## src/rtl/sft_pkg.sv

```systemverilog
package sft_pkg;

  localparam int FIELD_W = 8;
  localparam int SUM_W   = FIELD_W + 2;

  typedef logic [FIELD_W-1:0] fld_t;
  typedef logic [SUM_W-1:0]   sum_t;

  typedef struct packed {
    fld_t startDly;
    fld_t dataLen;
    fld_t tailA;
    fld_t tailB;
    fld_t frmAt;
    fld_t frmLen;
    logic slave;
    logic idleLvl;
  } timing_cfg_t;

  // strobes from control to datapath
  typedef struct packed {
    logic load;
    logic shift;
    logic capture;
    logic finish;
    logic active;
    logic idleLvl;
  } dp_strobe_t;

  function automatic logic cfgValid(timing_cfg_t c, int unsigned maxLen);
    sum_t tail;
    sum_t frmEnd;
    logic ok;
    tail   = sum_t'(c.dataLen) + sum_t'(c.tailA) + sum_t'(c.tailB);
    frmEnd = sum_t'(c.frmAt) + sum_t'(c.frmLen);
    ok     = 1'b1;
    if (c.frmLen == '0) ok = 1'b0;
    if (sum_t'(c.frmLen) >= tail) ok = 1'b0;
    if (frmEnd < sum_t'(c.startDly) + sum_t'(1)) ok = 1'b0;
    if (c.dataLen < fld_t'(4)) ok = 1'b0;
    if (32'(c.dataLen) > maxLen) ok = 1'b0;
    if (c.slave && (c.startDly != '0)) ok = 1'b0;
    if (c.slave && (c.frmAt > c.dataLen)) ok = 1'b0;
    return ok;
  endfunction

endpackage

```

## src/rtl/sft_ctrl.sv

```systemverilog
module sft_ctrl
  import sft_pkg::*;
#(
  parameter int DATA_W = 32
) (
  input  logic        clk,
  input  logic        rstN,
  input  timing_cfg_t cfgIn,
  input  logic        start,
  input  logic        halfTick,
  input  logic        sclkIn,
  input  logic        frmIn,
  output dp_strobe_t  strb,
  output fld_t        loadLen,
  output logic        sclkOut,
  output logic        frmOut,
  output logic        busy,
  output logic        cfgErr
);

  typedef enum logic [1:0] {ST_IDLE, ST_ARMED, ST_RUN} st_t;

  st_t         state;
  timing_cfg_t cfgR;
  sum_t        period;
  logic        sclkR, sclkPrev, frmPrev, errR;

  sum_t total, dataEnd, frmEnd;
  logic running, riseEv, fallEv, lastPer, finish, inData;
  logic canStart, cfgOk, startOk, frmRise;

  always_comb begin
    total   = sum_t'(cfgR.startDly) + sum_t'(cfgR.dataLen)
            + sum_t'(cfgR.tailA) + sum_t'(cfgR.tailB);
    dataEnd = sum_t'(cfgR.startDly) + sum_t'(cfgR.dataLen);
    frmEnd  = sum_t'(cfgR.frmAt) + sum_t'(cfgR.frmLen);
    running = (state == ST_RUN);
    if (cfgR.slave) begin
      riseEv = running && sclkIn && !sclkPrev;
      fallEv = running && !sclkIn && sclkPrev;
    end else begin
      riseEv = running && halfTick && !sclkR;
      fallEv = running && halfTick && sclkR;
    end
    lastPer  = (period == total - sum_t'(1));
    finish   = fallEv && lastPer;
    inData   = running && (period >= sum_t'(cfgR.startDly)) && (period < dataEnd);
    canStart = (state == ST_IDLE) || finish;
    cfgOk    = cfgValid(cfgIn, DATA_W);
    startOk  = start && canStart && cfgOk;
    frmRise  = (state == ST_ARMED) && frmIn && !frmPrev;
  end

  always_ff @(posedge clk) begin
    if (!rstN) begin
      state    <= ST_IDLE;
      cfgR     <= '0;
      period   <= '0;
      sclkR    <= 1'b0;
      sclkPrev <= 1'b0;
      frmPrev  <= 1'b0;
      errR     <= 1'b0;
    end else begin
      sclkPrev <= sclkIn;
      frmPrev  <= frmIn;
      if (start && canStart && !cfgOk) errR <= 1'b1;
      if (startOk) begin
        cfgR   <= cfgIn;
        state  <= cfgIn.slave ? ST_ARMED : ST_RUN;
        period <= '0;
        sclkR  <= 1'b0;
      end else if (finish) begin
        state <= ST_IDLE;
        sclkR <= 1'b0;
      end else if (frmRise) begin
        state  <= ST_RUN;
        period <= '0;
      end else if (running) begin
        if (!cfgR.slave && halfTick) sclkR <= ~sclkR;
        if (fallEv) period <= period + sum_t'(1);
      end
    end
  end

  always_comb begin
    strb.load    = startOk;
    strb.shift   = fallEv && inData;
    strb.capture = riseEv && inData;
    strb.finish  = finish;
    strb.active  = inData;
    strb.idleLvl = cfgR.idleLvl;
  end

  assign loadLen = cfgIn.dataLen;
  assign sclkOut = sclkR;
  assign frmOut  = running && !cfgR.slave && (period >= sum_t'(cfgR.frmAt)) && (period < frmEnd);
  assign busy    = (state != ST_IDLE);
  assign cfgErr  = errR;

endmodule

```

## src/rtl/sft_datapath.sv

```systemverilog
module sft_datapath
  import sft_pkg::*;
#(
  parameter int DATA_W = 32
) (
  input  logic              clk,
  input  logic              rstN,
  input  dp_strobe_t        strb,
  input  fld_t              loadLen,
  input  logic [DATA_W-1:0] txWord,
  input  logic              rxd,
  output logic              txd,
  output logic              done,
  output logic [DATA_W-1:0] rxWord
);

  logic [DATA_W-1:0] txSh, rxSh, rxWordR;
  logic              doneR;
  int unsigned       alignAmt;

  assign alignAmt = DATA_W - 32'(loadLen);

  always_ff @(posedge clk) begin
    if (!rstN) begin
      txSh    <= '0;
      rxSh    <= '0;
      rxWordR <= '0;
      doneR   <= 1'b0;
    end else begin
      doneR <= strb.finish;
      if (strb.finish) rxWordR <= rxSh;
      if (strb.load) begin
        txSh <= txWord << alignAmt;
        rxSh <= '0;
      end else begin
        if (strb.shift)   txSh <= {txSh[DATA_W-2:0], 1'b0};
        if (strb.capture) rxSh <= {rxSh[DATA_W-2:0], rxd};
      end
    end
  end

  assign txd    = strb.active ? txSh[DATA_W-1] : strb.idleLvl;
  assign done   = doneR;
  assign rxWord = rxWordR;

endmodule

```

## src/rtl/serial_frame_engine.sv

```systemverilog
module serial_frame_engine
  import sft_pkg::*;
#(
  parameter int DATA_W = 32
) (
  input  logic              clk,
  input  logic              rstN,
  input  logic [7:0]        cfgStartDly,
  input  logic [7:0]        cfgDataLen,
  input  logic [7:0]        cfgTailA,
  input  logic [7:0]        cfgTailB,
  input  logic [7:0]        cfgFrmAt,
  input  logic [7:0]        cfgFrmLen,
  input  logic              cfgSlave,
  input  logic              cfgIdleLvl,
  input  logic              start,
  input  logic [DATA_W-1:0] txWord,
  input  logic              halfTick,
  input  logic              sclkIn,
  input  logic              frmIn,
  input  logic              rxd,
  output logic              sclkOut,
  output logic              frmOut,
  output logic              txd,
  output logic              busy,
  output logic              done,
  output logic [DATA_W-1:0] rxWord,
  output logic              cfgErr
);

  timing_cfg_t cfgIn;
  dp_strobe_t  strb;
  fld_t        loadLen;

  always_comb begin
    cfgIn.startDly = fld_t'(cfgStartDly);
    cfgIn.dataLen  = fld_t'(cfgDataLen);
    cfgIn.tailA    = fld_t'(cfgTailA);
    cfgIn.tailB    = fld_t'(cfgTailB);
    cfgIn.frmAt    = fld_t'(cfgFrmAt);
    cfgIn.frmLen   = fld_t'(cfgFrmLen);
    cfgIn.slave    = cfgSlave;
    cfgIn.idleLvl  = cfgIdleLvl;
  end

  sft_ctrl #(.DATA_W(DATA_W)) uCtrl (
    .clk      (clk),
    .rstN     (rstN),
    .cfgIn    (cfgIn),
    .start    (start),
    .halfTick (halfTick),
    .sclkIn   (sclkIn),
    .frmIn    (frmIn),
    .strb     (strb),
    .loadLen  (loadLen),
    .sclkOut  (sclkOut),
    .frmOut   (frmOut),
    .busy     (busy),
    .cfgErr   (cfgErr)
  );

  sft_datapath #(.DATA_W(DATA_W)) uData (
    .clk     (clk),
    .rstN    (rstN),
    .strb    (strb),
    .loadLen (loadLen),
    .txWord  (txWord),
    .rxd     (rxd),
    .txd     (txd),
    .done    (done),
    .rxWord  (rxWord)
  );

endmodule

```

## config.mk

```make
export PLATFORM = sky130hd
export DESIGN_NAME = serial_frame_engine
export DESIGN_NICKNAME = d
export VERILOG_FILES = /design/src/rtl/sft_pkg.sv /design/src/rtl/sft_ctrl.sv /design/src/rtl/sft_datapath.sv /design/src/rtl/serial_frame_engine.sv
export SDC_FILE = /design/constraint.sdc
export NUM_CORES = 1
export LEC_CHECK = 0
export BUFFER_PORTS_ARGS = -buffer_cell sky130_fd_sc_hd__buf_2
export CORE_MARGIN = 2
export CORE_UTILIZATION = 55
export CTS_CLUSTER_DIAMETER = 200
export DETAILED_ROUTE_END_ITERATION = 8
export GPL_TIMING_DRIVEN = 0
export PLACE_DENSITY = 0.78
export SYNTH_ARGS = -nofsm -noshare
export SYNTH_HDL_FRONTEND = slang
export SYNTH_SLANG_ARGS = --single-unit
```

## constraint.sdc

```tcl
create_clock -name clk -period 7 [get_ports clk]
set_input_delay 0.7 -clock clk [delete_from_list [all_inputs] [get_ports clk]]
set_output_delay 0.7 -clock clk [all_outputs]
set_load 0.005 [all_outputs]
```

# == Word-level counts from Yosys, hierarchy flattened ==
# Index checks and enable logic that the tools add are counted.
# word_totals
regBits,163
input_bits,89
output_inout_bits,38
word_cells,107
# op_classes
n_addsub,11
n_lt_le_gt_ge,9
eq_ne,3
shift,1
n_mux,19
bitwise,4
n_reduce_logical,42
# ops
cell,count
32-bit two-way mux,2
8-bit by 8-bit adder with 9-bit output,4
32-bit by 32-bit << shifter with 32-bit output,1
10-bit < comparator,3
10-bit two-way mux,3
1-bit logical AND,23
10-bit by 8-bit adder with 10-bit output,2
10-bit by 8-bit >= comparator with 1-bit output,2
10-bit by 1-bit adder with 10-bit output (second input constant),1
9-bit by 8-bit adder with 10-bit output,1
10-bit equality test,1
8-bit by 10-bit >= comparator with 1-bit output,1
1-bit two-way mux,10
10-bit by 1-bit subtractor with 10-bit output (second input constant),1
8-bit by 1-bit adder with 9-bit output (second input constant),1
6-bit by 8-bit subtractor with 9-bit output (first input constant),1
8-bit by 6-bit greater-than comparator with 1-bit output (second input constant),1
8-bit greater-than comparator,1
8-bit zero test,1
8-bit by 3-bit < comparator with 1-bit output (second input constant),1
2-bit two-way mux,4
2-bit nonzero test,4
8-bit nonzero test,1
1-bit zero test,6
other kinds (9),13

# == Longest topological paths before layout ==
# depth
ltp_word,11
ltp_mapped,21
depth_no_buf,19

# == By module ==
# Synthesis repeated with hierarchy kept, for this count alone.
# unflattened
hier_cells,1375
hier_area_um2,12259.3
# modules_own_cells
module,n_inst,cells_each,area_per_inst_um2,seq_area_each_um2
sft_ctrl,1,792,6477.5,1321.3
sft_datapath,1,583,5781.8,1941.9

# == Worst setup path before layout ==
# No wires, ideal clock.
# synth_timing
path_kind,reg2reg
startpoint,reg uCtrl.cfgR[34] (netlist name)
endpoint,reg uData.txSh[24]
setup_time_ns,0.123
t_arrival_ns,4.501
required_ns,6.877
setup_slack_ns,2.376
path_stages_with_launch,21
path_buffers,1
period_less_slack_ns,4.624
cell_sequence,dfxtp_1 -> ha_1 -> fa_1 -> a21oi_1 -> nor2_1 -> nor2_1 -> o21bai_1 -> a21oi_1 -> xnor2_1 -> ha_1 -> inv_1 -> fa_1 -> ha_1 -> xor2_2 -> mux2i_1 -> nor4_2 -> o2111ai_2 -> o21a_2 -> nor2_4 -> buf_6 -> mux2_1
# synth_via
elab_chain_cells,10
elab_cells_between_ends,14
cone_classes,4 x add/sub; 1 x order compare; 1 x eq/ne; 1 x mux; 7 x reduce/logical
# synth_lines
element,line_no,rtl
"start, declared",sft_ctrl.sv:24,timing_cfg_t cfgR;
"start signal, assigned",sft_ctrl.sv:68,cfgR <= cfgIn;
8-bit by 8-bit adder with 9-bit output (*),"sft_ctrl.sv:33, sft_ctrl.sv:35",
9-bit by 8-bit adder with 10-bit output,sft_ctrl.sv:34,+ sum_t'(cfgR.tailA) + sum_t'(cfgR.tailB);
10-bit by 8-bit adder with 10-bit output,sft_ctrl.sv:34,
10-bit by 1-bit subtractor with 10-bit output,sft_ctrl.sv:45,lastPer = (period == total - sum_t'(1));
10-bit equality test,sft_ctrl.sv:45,
1-bit logical AND,sft_ctrl.sv:46,finish = fallEv && lastPer;
1-bit logical OR,sft_ctrl.sv:48,canStart = (state == ST_IDLE) || finish;
1-bit logical AND (2 in a row),sft_ctrl.sv:50,startOk = start && canStart && cfgOk;
32-bit two-way mux / 2-bit nonzero test (equally long branches),--,
"end signal, assigned",sft_datapath.sv:33,txSh <= txWord << alignAmt;
"end signal, assigned",sft_datapath.sv:36,"if (strb.shift) txSh <= {txSh[DATA_W-2:0], 1'b0};"
"end, declared",sft_datapath.sv:17,"logic [DATA_W-1:0] txSh, rxSh, rxWordR;"
# Mark *: on every way between the ends. The rest lies on a longest branch, timed or not.
# A chain may end at the register's enable or synchronous reset.

# == Worst setup path after layout ==
# layout_timing
startpoint,in cfgDataLen[1]
endpoint,reg uCtrl.cfgR[33] (netlist name)
# layout_via
elab_chain_cells,10
elab_cells_between_ends,14
cone_classes,2 x add/sub; 4 x order compare; 6 x mux; 2 x reduce/logical
# layout_lines
element,line_no,rtl
"start, declared",serial_frame_engine.sv:9,"input logic [7:0] cfgDataLen,"
8-bit by 8-bit adder with 9-bit output,sft_pkg.sv:34,tail = sum_t'(c.dataLen) + sum_t'(c.tailA) + sum_t'(c.tailB);
10-bit by 8-bit adder with 10-bit output,sft_pkg.sv:34,
8-bit by 10-bit >= comparator with 1-bit output,sft_pkg.sv:38,if (sum_t'(c.frmLen) >= tail) ok = 1'b0;
1-bit two-way mux,sft_pkg.sv:38,
1-bit two-way mux,sft_pkg.sv:39,if (frmEnd < sum_t'(c.startDly) + sum_t'(1)) ok = 1'b0;
1-bit two-way mux,sft_pkg.sv:40,if (c.dataLen < fld_t'(4)) ok = 1'b0;
1-bit two-way mux,sft_pkg.sv:41,if (32'(c.dataLen) > maxLen) ok = 1'b0;
1-bit two-way mux,sft_pkg.sv:42,if (c.slave && (c.startDly != '0)) ok = 1'b0;
1-bit two-way mux (*),sft_pkg.sv:43,if (c.slave && (c.frmAt > c.dataLen)) ok = 1'b0;
1-bit logical AND (*),sft_ctrl.sv:50,
# Marks and branches as above.

==> results.ini <==
[pwr]
swShare_pct=31.4
powerDensity_mw_per_mm2=171
p_int_w=0.00161
seqPwrFrac_pct=39.7
leakage_nw=5.49
vdd_drop_max_mv=0.167
p_switching_w=0.000739
p_comb_share_pct=22.8
p_clk_share_pct=37.5

[sta]
tns_ps=0
tightest_slew_ps=991
slew_viol_final=0
max_freq_ghz=0.189
min_period_ps=5280
rsz0062_at_grt=no
setup_viol=0
fin_skew_ps=12.8
finalHoldWorstSlack_ps=447
relSlewSlack_pct=33.6
finalCritPeriodShare_pct=75.4
finalHoldViolCount=0
layout_setup_ws_ps=1720

[setup_path]
rr_endpoint=uData.txSh[7]$_SDFFE_PN0P_
cp_common_cell=a21oi_1
r2r-start=uCtrl.cfgR[34]$_SDFFE_PN0N_
max_stage_delay_ps=620
path_class=input pin to register
startpoint_type=input pin
cp.arrival_ps=5550
slowest_stage=fa_1
crit_start=cfgDataLen[1]
rrSetupSlack_ps=1750
cp_max_fo=10
path_cells=buf_2, inv_1, fa_1, inv_1, ha_1, a211oi_1, o21bai_1, a21o_1, a21o_1, a21oi_1, xor2_1, ha_1, a21oi_1, o211ai_1, o21ai_0, o2111ai_2, clkbuf_1, o21ai_0, a21oi_1
crit_family=compound AO/OA/AOI/OAI gates
crit_buf_inv=4
reg2reg_depth=20
crit_cells=19
critPathCaptureType=register
critPathCapture=uCtrl.cfgR[33]$_SDFFE_PN0N_
worst-endpoint-required_ps=7270

[route]
postRouteAntennaNets=0
drt-total-wl_mm=33.7
route.vias.total=11590
drt-initial-drc-count=886
remaining_drc_errors=0
first_pass_iters=5
wire_per_inst_um=17.7
viasPerCell=6.10

[synth]
synthFlopType=dfxtp_1
ys_seq_elements=163
ys_types=78
synth_area_leaders=dfxtp_1 (27%), ha_1 (12%), a21oi_1 (6.3%)
synthesis.instances=1463
syn_avg_cell_area_um2=8.36
synth_top_cell_by_area=dfxtp_1
yosysTopAreaCellShare_pct=26.7
synth_warnings=0
synthArstFlopShare_pct=0
synth-edff-count=0
yosysSeqAreaShare_pct=26.7
synth_area_mm2=0.0122
syn_nets=1684

[clock_network]
cts_resized=0
cts_buffers=17
clk_latency_ps=430
cts_setup_buffers=0
cts.sinks=163
clockRootBuffer=clkbuf_16
htreeDepth=4
cts_hold_buffers=0
clkSlewWorstSetupHoldPaths_ps=70
clockBufferDepth=2
tritoncts=built

[place]
hpwl_mm=26.3
place.gp.congestion=0.965
portBuffers=126
pre_cts_ws_ps=1450

[finish]
antenna_cells=0
area.growth.synth_to_final_pct=12.5
layout-drive-gt1-share_pct=15.3
layout_commonest_cell=dfxtp_1
fillers=1904
final_cell_mix=dfxtp_1 (163), a21oi_1 (155), buf_2 (152)
nNetsFinal=1829

[global_route]
antenna_found_initial=0
grt_pass1_wl_mm=54.7
grt_overflow=0
grt_pass1_vias=10763
grt_usage_pct=28.4
grt_max_degree=17

[floorplanning]
initial_core_util_pct=56.1
rows=54
dieArea_mm2=0.0235
core-area_mm2=0.0218
die_h_um=153
ios=127
fp.dieW_um=153

[hold_path]
hold_start=uData.rxWord[24]$_SDFFE_PN0P_
worstHoldPathType=register to register

[job]
maxCapViolations=0

[status]
status=complete, no violations

==> state kept, by name, indices dropped and copies added (netlist names) <==
register,cells
uData.rxWord,32
uCtrl.period,10
uCtrl.sclkOut,1
uCtrl.state,2
uData.txSh,32
uData.done,1
uCtrl.cfgErr,1
uData.rxSh,32
uCtrl.frmPrev,1
uCtrl.strb,1
uCtrl.cfgR,49
uCtrl.sclkPrev,1
==> cells by family after synthesis <==
kind of cell / after synthesis / synth area share, %
AO/OA/AOI/OAI: 409 / 20.5
XOR/XNOR: 52 / 3.78
adder cells (fa/ha/maj): 132 / 14.3
buffers and inverters: 169 / 5.79
flip-flops: 163 / 26.7
multiplexers: 113 / 12.2
AND/OR/NAND/NOR: 425 / 16.8
==> worst min-delay path by stage <==
stage | to | slack [ps] | cells after the start
2_1_floorplan | uData.rxWord[31]$_SDFFE_PN0P_ | 440 | 2
3_3_place_gp | uData.rxWord[26]$_SDFFE_PN0P_ | 440 | 2
3_5_place_dp | uData.rxWord[25]$_SDFFE_PN0P_ | 440 | 2
4_1_cts | uData.rxWord[24]$_SDFFE_PN0P_ | 450 | 2
5_1_grt | uData.rxWord[17]$_SDFFE_PN0P_ | 470 | 2
6_report | uData.rxWord[24]$_SDFFE_PN0P_ | 450 | 2
==> worst register-to-register path, stage by stage, from the launching register on <==
cell and delay (ps):
dfxtp_1 320, ha_1 220, fa_1 400, a21oi_1 150, nor2_1 60, nor2_1 160
o21bai_1 100, a21oi_1 250, xnor2_1 200, ha_1 280, inv_1 70, fa_1 420
ha_1 430, xor2_2 230, mux2i_1 160, nor4_2 290, o2111ai_2 270, o21a_2 380
nor2_4 200, buf_6 200, mux2_1 350
==> power groups by stage <==
| stage | registers [W] | clock network, W | logic [W] |
|---|---|---|---|
| after floorplan | 0.000955 | 0 | 0.000375 |
| after global placement | 0.000956 | 0 | 0.000513 |
| after detailed placement | 0.000956 | 0 | 0.000525 |
| after CTS | 0.000934 | 0.000889 | 0.000529 |
| after global routing | 0.000934 | 0.000932 | 0.000591 |
| final | 0.000935 | 0.000882 | 0.000535 |
==> synthesized netlist by cell type (3+ instances only) <==
| cell | number |
|---|---|
| buf_2 | 26 |
| nor2b_1 | 7 |
| o31ai_1 | 12 |
| o211ai_1 | 15 |
| a211o_1 | 4 |
| xor2_1 | 19 |
| nor4_1 | 8 |
| nor2_1 | 41 |
| mux4_2 | 26 |
| a21boi_0 | 4 |
| mux2_1 | 16 |
| mux2i_1 | 63 |
| buf_6 | 3 |
| ha_1 | 119 |
| o22ai_1 | 5 |
| o21bai_1 | 11 |
| a2111oi_0 | 3 |
| a21o_1 | 24 |
| nor3_1 | 43 |
| nand4_1 | 12 |
| buf_4 | 5 |
| o21a_1 | 10 |
| inv_1 | 78 |
| nand3_1 | 105 |
| or2_2 | 4 |
| nand2_1 | 149 |
| dfxtp_1 | 163 |
| a21oi_1 | 155 |
| o21ai_0 | 106 |
| xnor2_1 | 32 |
| and2_1 | 7 |
| a211oi_1 | 14 |
| nor3b_1 | 3 |
| mux2_2 | 6 |
| and3_1 | 11 |
| clkbuf_1 | 54 |
| a31o_2 | 4 |
| a311oi_1 | 3 |
| or4_1 | 8 |
| or3_1 | 8 |
| a31oi_1 | 9 |
| fa_1 | 13 |
| nand3b_1 | 3 |
| nand2b_1 | 8 |
| a22oi_1 | 3 |
==> per-stage QoR <==
stage / std cells / util, % / power [W] / cell area [um^2]
finish: 1901 / 63.1 / 0.00235 / 13800
floorplan: 1463 / - / 0.00133 / 12200
global route: 1901 / 63.1 / 0.00246 / 13800
detailed placement: 1869 / 60.6 / 0.00148 / 13200
global placement: 1869 / 60.6 / 0.00147 / 13200
CTS: 1901 / 63.1 / 0.00235 / 13800
==> cell type report <==
type	instances	area (um^2)	area share [%]
Clock buffer	19	433	3.14
Timing Repair Buffer	126	631	4.58
Tap cell	280	350	2.54
Multi-Input combinational cell	1131	8270	60.0
Inverter	80	300	2.18
Buffer	89	408	2.96
Clock inverter	13	120	0.872
Sequential cell	163	3260	23.7
==> routing by layer <==
layer  wire, um  vias up  track usage, %
li1           -     5627               -
met1      15100     5416            39.4
met2      15300      491            45.6
met5          0        -               0
met4        740        0            8.69
met3       2610       56            4.39
Power figures use the tool's default switching activity.
